<file path="src/rtl/mvf_pkg.sv">
package mvf_pkg;

  typedef enum logic [1:0] {
    ST_IDLE = 2'd0,
    ST_LOAD = 2'd1,
    ST_CONV = 2'd2
  } mvf_state_e;

  localparam logic [7:0] CH_ZERO  = 8'h30;
  localparam logic [7:0] CH_POINT = 8'h2E;

endpackage

</file>
<file path="src/rtl/mvf_scale.sv">
// Microvolt scaling with round-to-nearest:
// (code * 2*FS + 2^CODE_W) >> (CODE_W+1)
module mvf_scale #(
  parameter int CODE_W = 14,
  parameter int FS_UV  = 3000000,
  parameter int UV_W   = 22
) (
  input  logic [CODE_W-1:0] code,
  output logic [UV_W-1:0]   uv
);
  localparam int PROD_W = CODE_W + $clog2(2*FS_UV + 1) + 1;
  localparam logic [PROD_W-1:0] MULT = PROD_W'(2*FS_UV);
  localparam logic [PROD_W-1:0] RND  = PROD_W'(1) << CODE_W;

  logic [PROD_W-1:0] prod;

  always_comb begin
    prod = PROD_W'(code) * MULT + RND;
    uv   = prod[CODE_W+1 +: UV_W];
  end
endmodule

</file>
<file path="src/rtl/mvf_dabble.sv">
// Sequential binary to BCD conversion, one bit per cycle.
module mvf_dabble #(
  parameter int BIN_W = 22,
  parameter int NDIG  = 7
) (
  input  logic              clk,
  input  logic              rst_n,
  input  logic              start,
  input  logic [BIN_W-1:0]  bin,
  output logic              busy,
  output logic [4*NDIG-1:0] bcd
);
  localparam int BCD_W = 4 * NDIG;
  localparam int CNT_W = $clog2(BIN_W + 1);

  logic [BIN_W-1:0] bin_q, bin_d;
  logic [BCD_W-1:0] bcd_q, bcd_d, adj;
  logic [CNT_W-1:0] cnt_q, cnt_d;
  logic             en;

  for (genvar g = 0; g < NDIG; g++) begin : g_adj
    assign adj[g*4 +: 4] = (bcd_q[g*4 +: 4] >= 4'd5) ?
                           bcd_q[g*4 +: 4] + 4'd3 : bcd_q[g*4 +: 4];
  end

  assign busy = (cnt_q != '0);
  assign en   = start | busy;

  always_comb begin
    bin_d = bin_q;
    bcd_d = bcd_q;
    cnt_d = cnt_q;
    if (start) begin
      bin_d = bin;
      bcd_d = '0;
      cnt_d = CNT_W'(BIN_W);
    end else if (busy) begin
      bcd_d = {adj[BCD_W-2:0], bin_q[BIN_W-1]};
      bin_d = {bin_q[BIN_W-2:0], 1'b0};
      cnt_d = cnt_q - 1'b1;
    end
  end

  always_ff @(posedge clk or negedge rst_n) begin
    if (!rst_n) begin
      bin_q <= '0;
      bcd_q <= '0;
      cnt_q <= '0;
    end else if (en) begin
      bin_q <= bin_d;
      bcd_q <= bcd_d;
      cnt_q <= cnt_d;
    end
  end

  assign bcd = bcd_q;
endmodule

</file>
<file path="src/rtl/mvf_ascii.sv">
// BCD digits to ASCII with a point before the last FRAC digits.
module mvf_ascii #(
  parameter int NDIG  = 7,
  parameter int FRAC  = 3,
  parameter int NCH   = 8,
  parameter int LEN_W = 4
) (
  input  logic [4*NDIG-1:0] bcd,
  output logic [8*NCH-1:0]  chars,
  output logic [LEN_W-1:0]  len
);
  import mvf_pkg::*;

  int nd;
  int k;

  always_comb begin
    nd = FRAC + 1;
    for (int i = FRAC + 1; i < NDIG; i++) begin
      if (bcd[i*4 +: 4] != 4'd0) nd = i + 1;
    end
    chars = '0;
    for (int p = 0; p < NCH; p++) begin
      k = 0;
      if (p < nd - FRAC) begin
        k = nd - 1 - p;
        chars[p*8 +: 8] = CH_ZERO | {4'd0, bcd[k*4 +: 4]};
      end else if (p == nd - FRAC) begin
        chars[p*8 +: 8] = CH_POINT;
      end else if (p <= nd) begin
        k = nd - p;
        chars[p*8 +: 8] = CH_ZERO | {4'd0, bcd[k*4 +: 4]};
      end
    end
    len = LEN_W'(nd + 1);
  end
endmodule

</file>
<file path="src/rtl/adc_mv_formatter.sv">
module adc_mv_formatter #(
  parameter int CODE_W   = 14,
  parameter int FS_UV    = 3000000,
  parameter int NDIG     = 7,
  parameter int FRAC_DIG = 3,
  parameter int NCH      = NDIG + 1,
  parameter int LEN_W    = $clog2(NCH + 1)
) (
  input  logic                clk,
  input  logic                rst_n,
  input  logic                in_valid,
  output logic                in_ready,
  input  logic [CODE_W-1:0]   in_code,
  output logic [8*NCH-1:0]    out_chars,
  output logic [LEN_W-1:0]    out_len,
  output logic                out_done
);
  import mvf_pkg::*;

  localparam int UV_W = $clog2(FS_UV + 1);

  mvf_state_e           state_q, state_d;
  logic [UV_W-1:0]      uv_q, uv_s;
  logic [8*NCH-1:0]     chars_q, chars_s;
  logic [LEN_W-1:0]     len_q, len_s;
  logic                 done_q, done_d;
  logic                 accept, finish, dab_start, dab_busy;
  logic [4*NDIG-1:0]    bcd;

  mvf_scale #(.CODE_W(CODE_W), .FS_UV(FS_UV), .UV_W(UV_W)) i_scale (
    .code (in_code),
    .uv   (uv_s)
  );

  mvf_dabble #(.BIN_W(UV_W), .NDIG(NDIG)) i_dabble (
    .clk   (clk),
    .rst_n (rst_n),
    .start (dab_start),
    .bin   (uv_q),
    .busy  (dab_busy),
    .bcd   (bcd)
  );

  mvf_ascii #(.NDIG(NDIG), .FRAC(FRAC_DIG), .NCH(NCH), .LEN_W(LEN_W)) i_ascii (
    .bcd   (bcd),
    .chars (chars_s),
    .len   (len_s)
  );

  assign in_ready  = (state_q == ST_IDLE);
  assign accept    = in_ready & in_valid;
  assign dab_start = (state_q == ST_LOAD);
  assign finish    = (state_q == ST_CONV) & ~dab_busy;

  always_comb begin
    state_d = state_q;
    done_d  = 1'b0;
    unique case (state_q)
      ST_IDLE: if (accept) state_d = ST_LOAD;
      ST_LOAD: state_d = ST_CONV;
      ST_CONV: if (finish) begin
        state_d = ST_IDLE;
        done_d  = 1'b1;
      end
      default: state_d = ST_IDLE;
    endcase
  end

  always_ff @(posedge clk or negedge rst_n) begin
    if (!rst_n) begin
      state_q <= ST_IDLE;
      done_q  <= 1'b0;
    end else begin
      state_q <= state_d;
      done_q  <= done_d;
    end
  end

  always_ff @(posedge clk or negedge rst_n) begin
    if (!rst_n) uv_q <= '0;
    else if (accept) uv_q <= uv_s;
  end

  always_ff @(posedge clk or negedge rst_n) begin
    if (!rst_n) begin
      chars_q <= '0;
      len_q   <= '0;
    end else if (finish) begin
      chars_q <= chars_s;
      len_q   <= len_s;
    end
  end

  assign out_chars = chars_q;
  assign out_len   = len_q;
  assign out_done  = done_q;
endmodule

</file>
<file path="config.mk">
export PLATFORM = sky130hd
export DESIGN_NAME = adc_mv_formatter
export DESIGN_NICKNAME = d
export VERILOG_FILES = /design/src/rtl/mvf_pkg.sv /design/src/rtl/mvf_scale.sv /design/src/rtl/mvf_dabble.sv /design/src/rtl/mvf_ascii.sv /design/src/rtl/adc_mv_formatter.sv
export SDC_FILE = /design/constraint.sdc
export NUM_CORES = 1
export LEC_CHECK = 0
export BUFFER_PORTS_ARGS = -buffer_cell sky130_fd_sc_hd__buf_2
export CAP_MARGIN = 20
export CELL_PAD_IN_SITES_DETAIL_PLACEMENT = 0
export CELL_PAD_IN_SITES_GLOBAL_PLACEMENT = 1
export CORE_AREA = 2 2 131 184
export DETAILED_ROUTE_END_ITERATION = 8
export DIE_AREA = 0 0 133 186
export GPL_ROUTABILITY_DRIVEN = 1
export PLACE_DENSITY = 0.95
export SETUP_SLACK_MARGIN = 0.4
export SLEW_MARGIN = 20
export SYNTH_ARGS = -nofsm -noshare
export SYNTH_HDL_FRONTEND = slang
export SYNTH_SLANG_ARGS = --single-unit
</file>
<file path="constraint.sdc">
create_clock -name clk -period 9.25 [get_ports clk]
set_clock_uncertainty 0.2 [all_clocks]
set_input_delay 1.85 -clock clk [delete_from_list [all_inputs] [get_ports clk]]
set_output_delay 1.85 -clock clk [all_outputs]
set_load 0.02 [all_outputs]
</file>
# Word level (Yosys, flattened, before mapping)
# Index checks and enable logic that the tools add are counted.
# word_totals
ff_bits	148
input_bits	17
out_inout_bits	70
# op_classes
addsub	24
n_mul	1
order_cmp	23
eq_ne	11
shifts	15
muxes	45
bitwise	4
n_reduce_logical	9
# op_table
cell	count
28-bit by 32-bit indexed part select with 4-bit output	15
30-bit by 4-bit subtractor with 30-bit output, second input constant	8
4-bit by 32-bit == test with 1-bit output, first input constant	4
4-bit by 32-bit less-or-equal comparator with 1-bit output, first input constant	4
4-bit by 32-bit less-than comparator with 1-bit output, first input constant	4
8-bit 2-to-1 mux	14
30-bit by 3-bit subtractor with 30-bit output, second input constant	3
3-bit by 32-bit == test with 1-bit output, first input constant	2
3-bit by 32-bit less-or-equal comparator with 1-bit output, first input constant	2
3-bit by 32-bit less-than comparator with 1-bit output, first input constant	2
32-bit 2-to-1 mux	2
6-bit 2-to-1 mux	10
30-bit by 2-bit subtractor with 30-bit output, second input constant	2
28-bit 2-to-1 mux	2
22-bit 2-to-1 mux	2
37-bit by 15-bit adder with 37-bit output, second input constant	1
2-bit by 32-bit == test with 1-bit output, first input constant	1
1-bit by 32-bit less-or-equal comparator with 1-bit output, first input constant	1
2-bit by 32-bit less-or-equal comparator with 1-bit output, first input constant	1
32-bit zero test	1
1-bit by 32-bit less-than comparator with 1-bit output, first input constant	1
2-bit by 32-bit less-than comparator with 1-bit output, first input constant	1
32-bit by 3-bit subtractor with 32-bit output, second input constant	1
14-bit by 16-bit multiplier with 30-bit output, second input constant	1
22 further kinds	47

# Depth between registers and ports, before layout
# logic_depth
word_depth	9
mapped_depth	25
depth_no_buf	22

# Modules after synthesis
# Synthesis repeated with hierarchy kept, for this count alone.
# unflattened
hier_cells	1340
hier_area_um2	13309.0
# by_module_without_submodules
mod	instances	cells_per_inst	area_per_inst_um2	seq_area_each_um2
mvf_scale	1	611	5360.1	0.0
adc_mv_formatter	1	198	3443.3	2327.2
mvf_dabble	1	345	3168.0	1376.3
mvf_ascii	1	186	1337.5	0.0

# Worst setup path after synthesis
# Ideal clock, no wire load.
# synth_path
kind	input -> register
from	input port in_code[2]
to	register uv_q[18]
setup_ns	0.120
t_arrival_ns	6.998
required_time_ns	8.930
path_slack_ns	1.932
stages	21
path_cell_list	fa_1 > ha_1 > inv_1 > fa_1 > inv_1 > fa_1 > fa_1 > inv_1 > fa_1 > inv_1 > ha_1 > buf_4 > nand2_1 > nor4_4 > a21boi_4 > nor4_2 > nor4_4 > nand3_4 > nor4_1 > mux2i_1 > nand2_1
# synth_between
elab_chain_cells	2
# synth_rtl
item	line	source
start, declared	adc_mv_formatter.sv:13	input logic [CODE_W-1:0] in_code,
14-bit by 16-bit multiplier with 30-bit output	mvf_scale.sv:18	prod = PROD_W'(code) * MULT + RND;
37-bit by 15-bit adder with 37-bit output	mvf_scale.sv:18	
end signal, assigned	adc_mv_formatter.sv:81	else if (accept) uv_q <= uv_s;
end, declared	adc_mv_formatter.sv:23	logic [UV_W-1:0] uv_q, uv_s;
# No other way between the ends.
# A chain may end at the register's enable or synchronous reset.

# Worst setup path in the final report
# layout_path
from	input port in_code[12]
to	register uv_q[18]
# The elaborated chain is that of the path after synthesis.

==> results.py <==
metrics = {
    "die": {
        "io_pins": 87,
        "core-area_um2": 23040,
        "die_area_um2": 24740,
        "start_util_pct": 51.23,
        "die_y_um": 186,
        "die_w_um": 133,
        "rows": 66,
    },
    "clocking": {
        "clk_latency_ns": 0.42,
        "path_clk_slew_ns": 0.05,
        "cts-root-buf": "clkbuf_16",
        "cts_buffers": 17,
        "cts_hold_buf": 0,
        "tritoncts": "yes",
        "htree_levels": 4,
        "clock_sinks": 123,
        "cts_resized": 0,
        "post_cts_buffers": 0,
        "cts_max_path_buffers": 2,
    },
    "detailed_routing": {
        "via_per_inst": 5.529,
        "routed_wirelength_mm": 26.46,
        "drc_errors": 0,
        "drt_first_pass_iters": 5,
        "vias": 9284,
        "ant_nets": 0,
        "drtIter0Drc": 451,
        "wl_per_cell_um": 15.76,
    },
    "worst_setup_path": {
        "cp-start-kind": "input pin",
        "critPathArrivalTime_ns": 7.85,
        "crit_buf_inv": 4,
        "reg2regPathDepth": 10,
        "path_class": "in2reg",
        "slowest_stage": "fa_1",
        "critPathRequiredTime_ns": 9.36,
        "worstSetupEndpointType": "register",
        "path_max_fanout": 7,
        "rrSetupSlack_ns": 4.82,
        "path_cells": "buf_2 -> inv_1 -> ha_1 -> xnor2_1 -> ha_1 -> fa_1 -> fa_1 -> fa_1 -> inv_1 -> fa_1 -> inv_1 -> ha_1 -> nand2_1 -> nor4_4 -> a21boi_4 -> nor4_2 -> nor4_4 -> nand3_4 -> nor4_1 -> mux2i_1 -> nand2_1",
        "cp_slowest_stage_delay_ns": 0.54,
        "r2r-start": "i_dabble.bcd[24]",
        "critPathMostFrequentCell": "fa_1",
        "cp_top_family": "adder cells",
        "reg2reg_to": "out_chars[18]",
    },
    "min_path": {
        "min-delay-start": "out_chars[4]",
        "worstHoldPathType": "reg2reg",
        "worstHoldPathCells": 1,
        "min_to": "out_chars[4]",
    },
    "cells_and_area": {
        "final_util_pct": 55.80,
        "fin_area_um2": 12860,
        "final-seq-area_um2": 3078,
        "diodes": 0,
        "area_growth_pct": 8.926,
        "nets": 1589,
        "n_fill_cell": 2081,
        "multi_input_area_um2": 7816,
        "final_layout_size_suffix_gt1_share_pct": 10.71,
    },
    "synthesis": {
        "synthAdderAreaFrac_pct": 27.18,
        "ys.flop_type": "dfrtp_1",
        "async_flop_share_pct": 100.0,
        "synth_area_leader_cell": "dfrtp_1",
        "synth_edf_count": 0,
        "synth_seq_cells": 123,
        "synth.avg_cell_area_um2": 8.834,
        "syn_inst": 1336,
        "synth-simple-area-share_pct": 16.02,
        "synth-compound-area-share_pct": 16.51,
        "synthMuxAreaShare_pct": 2.396,
        "synthXorXnorAreaFrac_pct": 3.488,
        "synthesis.area_um2": 11800,
        "netlist-cell-type-count": 77,
        "yosysMostFrequentCell": "nand2_1",
        "yosysWarnings": 0,
        "synth_top_family_by_area": "adder cells",
        "synth.area.top_cells": "dfrtp_1 26%, ha_1 15%, fa_1 13%",
        "yosysTopAreaCellShare_pct": 26.08,
        "synth.top_cells.by_count": "178 x nand2_1, 138 x ha_1, 136 x inv_1, 123 x dfrtp_1, 102 x nor2_1",
        "ys_seq_area_share_pct": 26.08,
    },
    "sta": {
        "final.min_clock_period_ns": 7.749,
        "report.final.setup_viol": 0,
        "tns_ns": 0,
        "tightest_slew_ns": 1.051,
        "drv_slew": 0,
        "final-hold-violation-count": 0,
        "max_freq_mhz": 129.0,
        "max-slew-margin-rel_pct": 29.95,
        "fin_crit_sh_pct": 83.78,
        "rsz0062_at_grt": "no",
    },
    "job": {
        "drv_cap": 0,
    },
    "global_route": {
        "overflow": 0,
        "grt_max_degree": 73,
        "antenna_found_initial": 0,
        "grt_pass1_wl_mm": 45.20,
        "track_usage_pct": 22.51,
        "grt_pass1_vias": 9480,
    },
    "placed_design": {
        "place.gp.congestion": 0.9831,
        "hpwl_mm": 21.00,
        "placed_cell_area_um2": 12200,
        "io_buffers": 70,
    },
    "outcome": {
        "status": "finished clean",
    },
}
-- sequential cells by signal (all words and copies together), names as in the netlist --
| signal | flops |
|---|---|
| out_chars | 40 |
| i_dabble.bcd | 28 |
| i_dabble.bin_q | 22 |
| uv_q | 22 |
| i_dabble.cnt_q | 5 |
| out_len | 3 |
| state_q | 2 |
| out_done | 1 |
-- routing by layer --
layer | up-vias | global-route usage (%) | part of all wire (%)
met5 | - | 0 | 0
met4 | 0 | 11.18 | 4.5
met3 | 68 | 2.179 | 2.6
met2 | 213 | 43.75 | 54
met1 | 4437 | 24.15 | 39
li1 | 4566 | - | -
-- cells in the final DEF, fill, tap and decap left out, types with 26 or more instances in the layout --
| cell | synthesis | routed |
|---|---|---|
| a21oi_1 | 83 | 83 |
| a31oi_1 | 29 | 29 |
| buf_2 | 6 | 69 |
| dfrtp_1 | 123 | 123 |
| fa_1 | 74 | 74 |
| ha_1 | 138 | 138 |
| inv_1 | 136 | 136 |
| mux2i_1 | 26 | 26 |
| nand2_1 | 178 | 178 |
| nand3_1 | 26 | 26 |
| nor2_1 | 102 | 102 |
| o21ai_0 | 63 | 63 |
| xnor2_1 | 27 | 27 |
-- metrics by stage --
| step | instances | worst slack (ns) | hold slack (ns) |
|---|---|---|---|
| 2_1_floorplan | 1351 | 1.932 | 0.2394 |
| 3_3_place_gp | 1647 | 1.169 | 0.2469 |
| 3_5_place_dp | 1647 | 1.078 | 0.2522 |
| 4_1_cts | 1679 | 1.513 | 0.2689 |
| 5_1_grt | 1679 | 1.163 | 0.2843 |
| 6_report | 1679 | 1.501 | 0.2645 |
-- cell families (layout without fill, tap and decap cells) --
group / count (synthesis) / after routing
simple gates: 403 / 403
compound gates: 297 / 297
buf+inv: 225 / 247
fa+ha+maj: 212 / 212
flops: 123 / 123
xor+xnor: 47 / 47
mux: 28 / 28
other cells: 1 / 16
-- layout make-up --
type / count / area share, %
multi-input combinational: 1003 / 60.80
clock buffer: 21 / 3.582
timing repair buffer: 78 / 3.212
clock inverter: 11 / 1.489
tap: 306 / 2.978
sequential: 123 / 23.94
inverter: 137 / 4.000
-- worst max-delay path by stage --
stage	endpoint	cells past startpoint	slack [ns]	from
floorplan	uv_q[18]	21	1.93	in_code[2]
global placement	uv_q[18]	21	1.17	in_code[12]
detailed placement	uv_q[18]	21	1.08	in_code[12]
global route	uv_q[18]	21	1.16	in_code[12]
CTS	uv_q[18]	21	1.51	in_code[12]
finish	uv_q[18]	21	1.50	in_code[12]
Power is left out: the tool's default activity adds up to more than one toggle a clock period on the data nets, which glitch-free logic cannot reach.
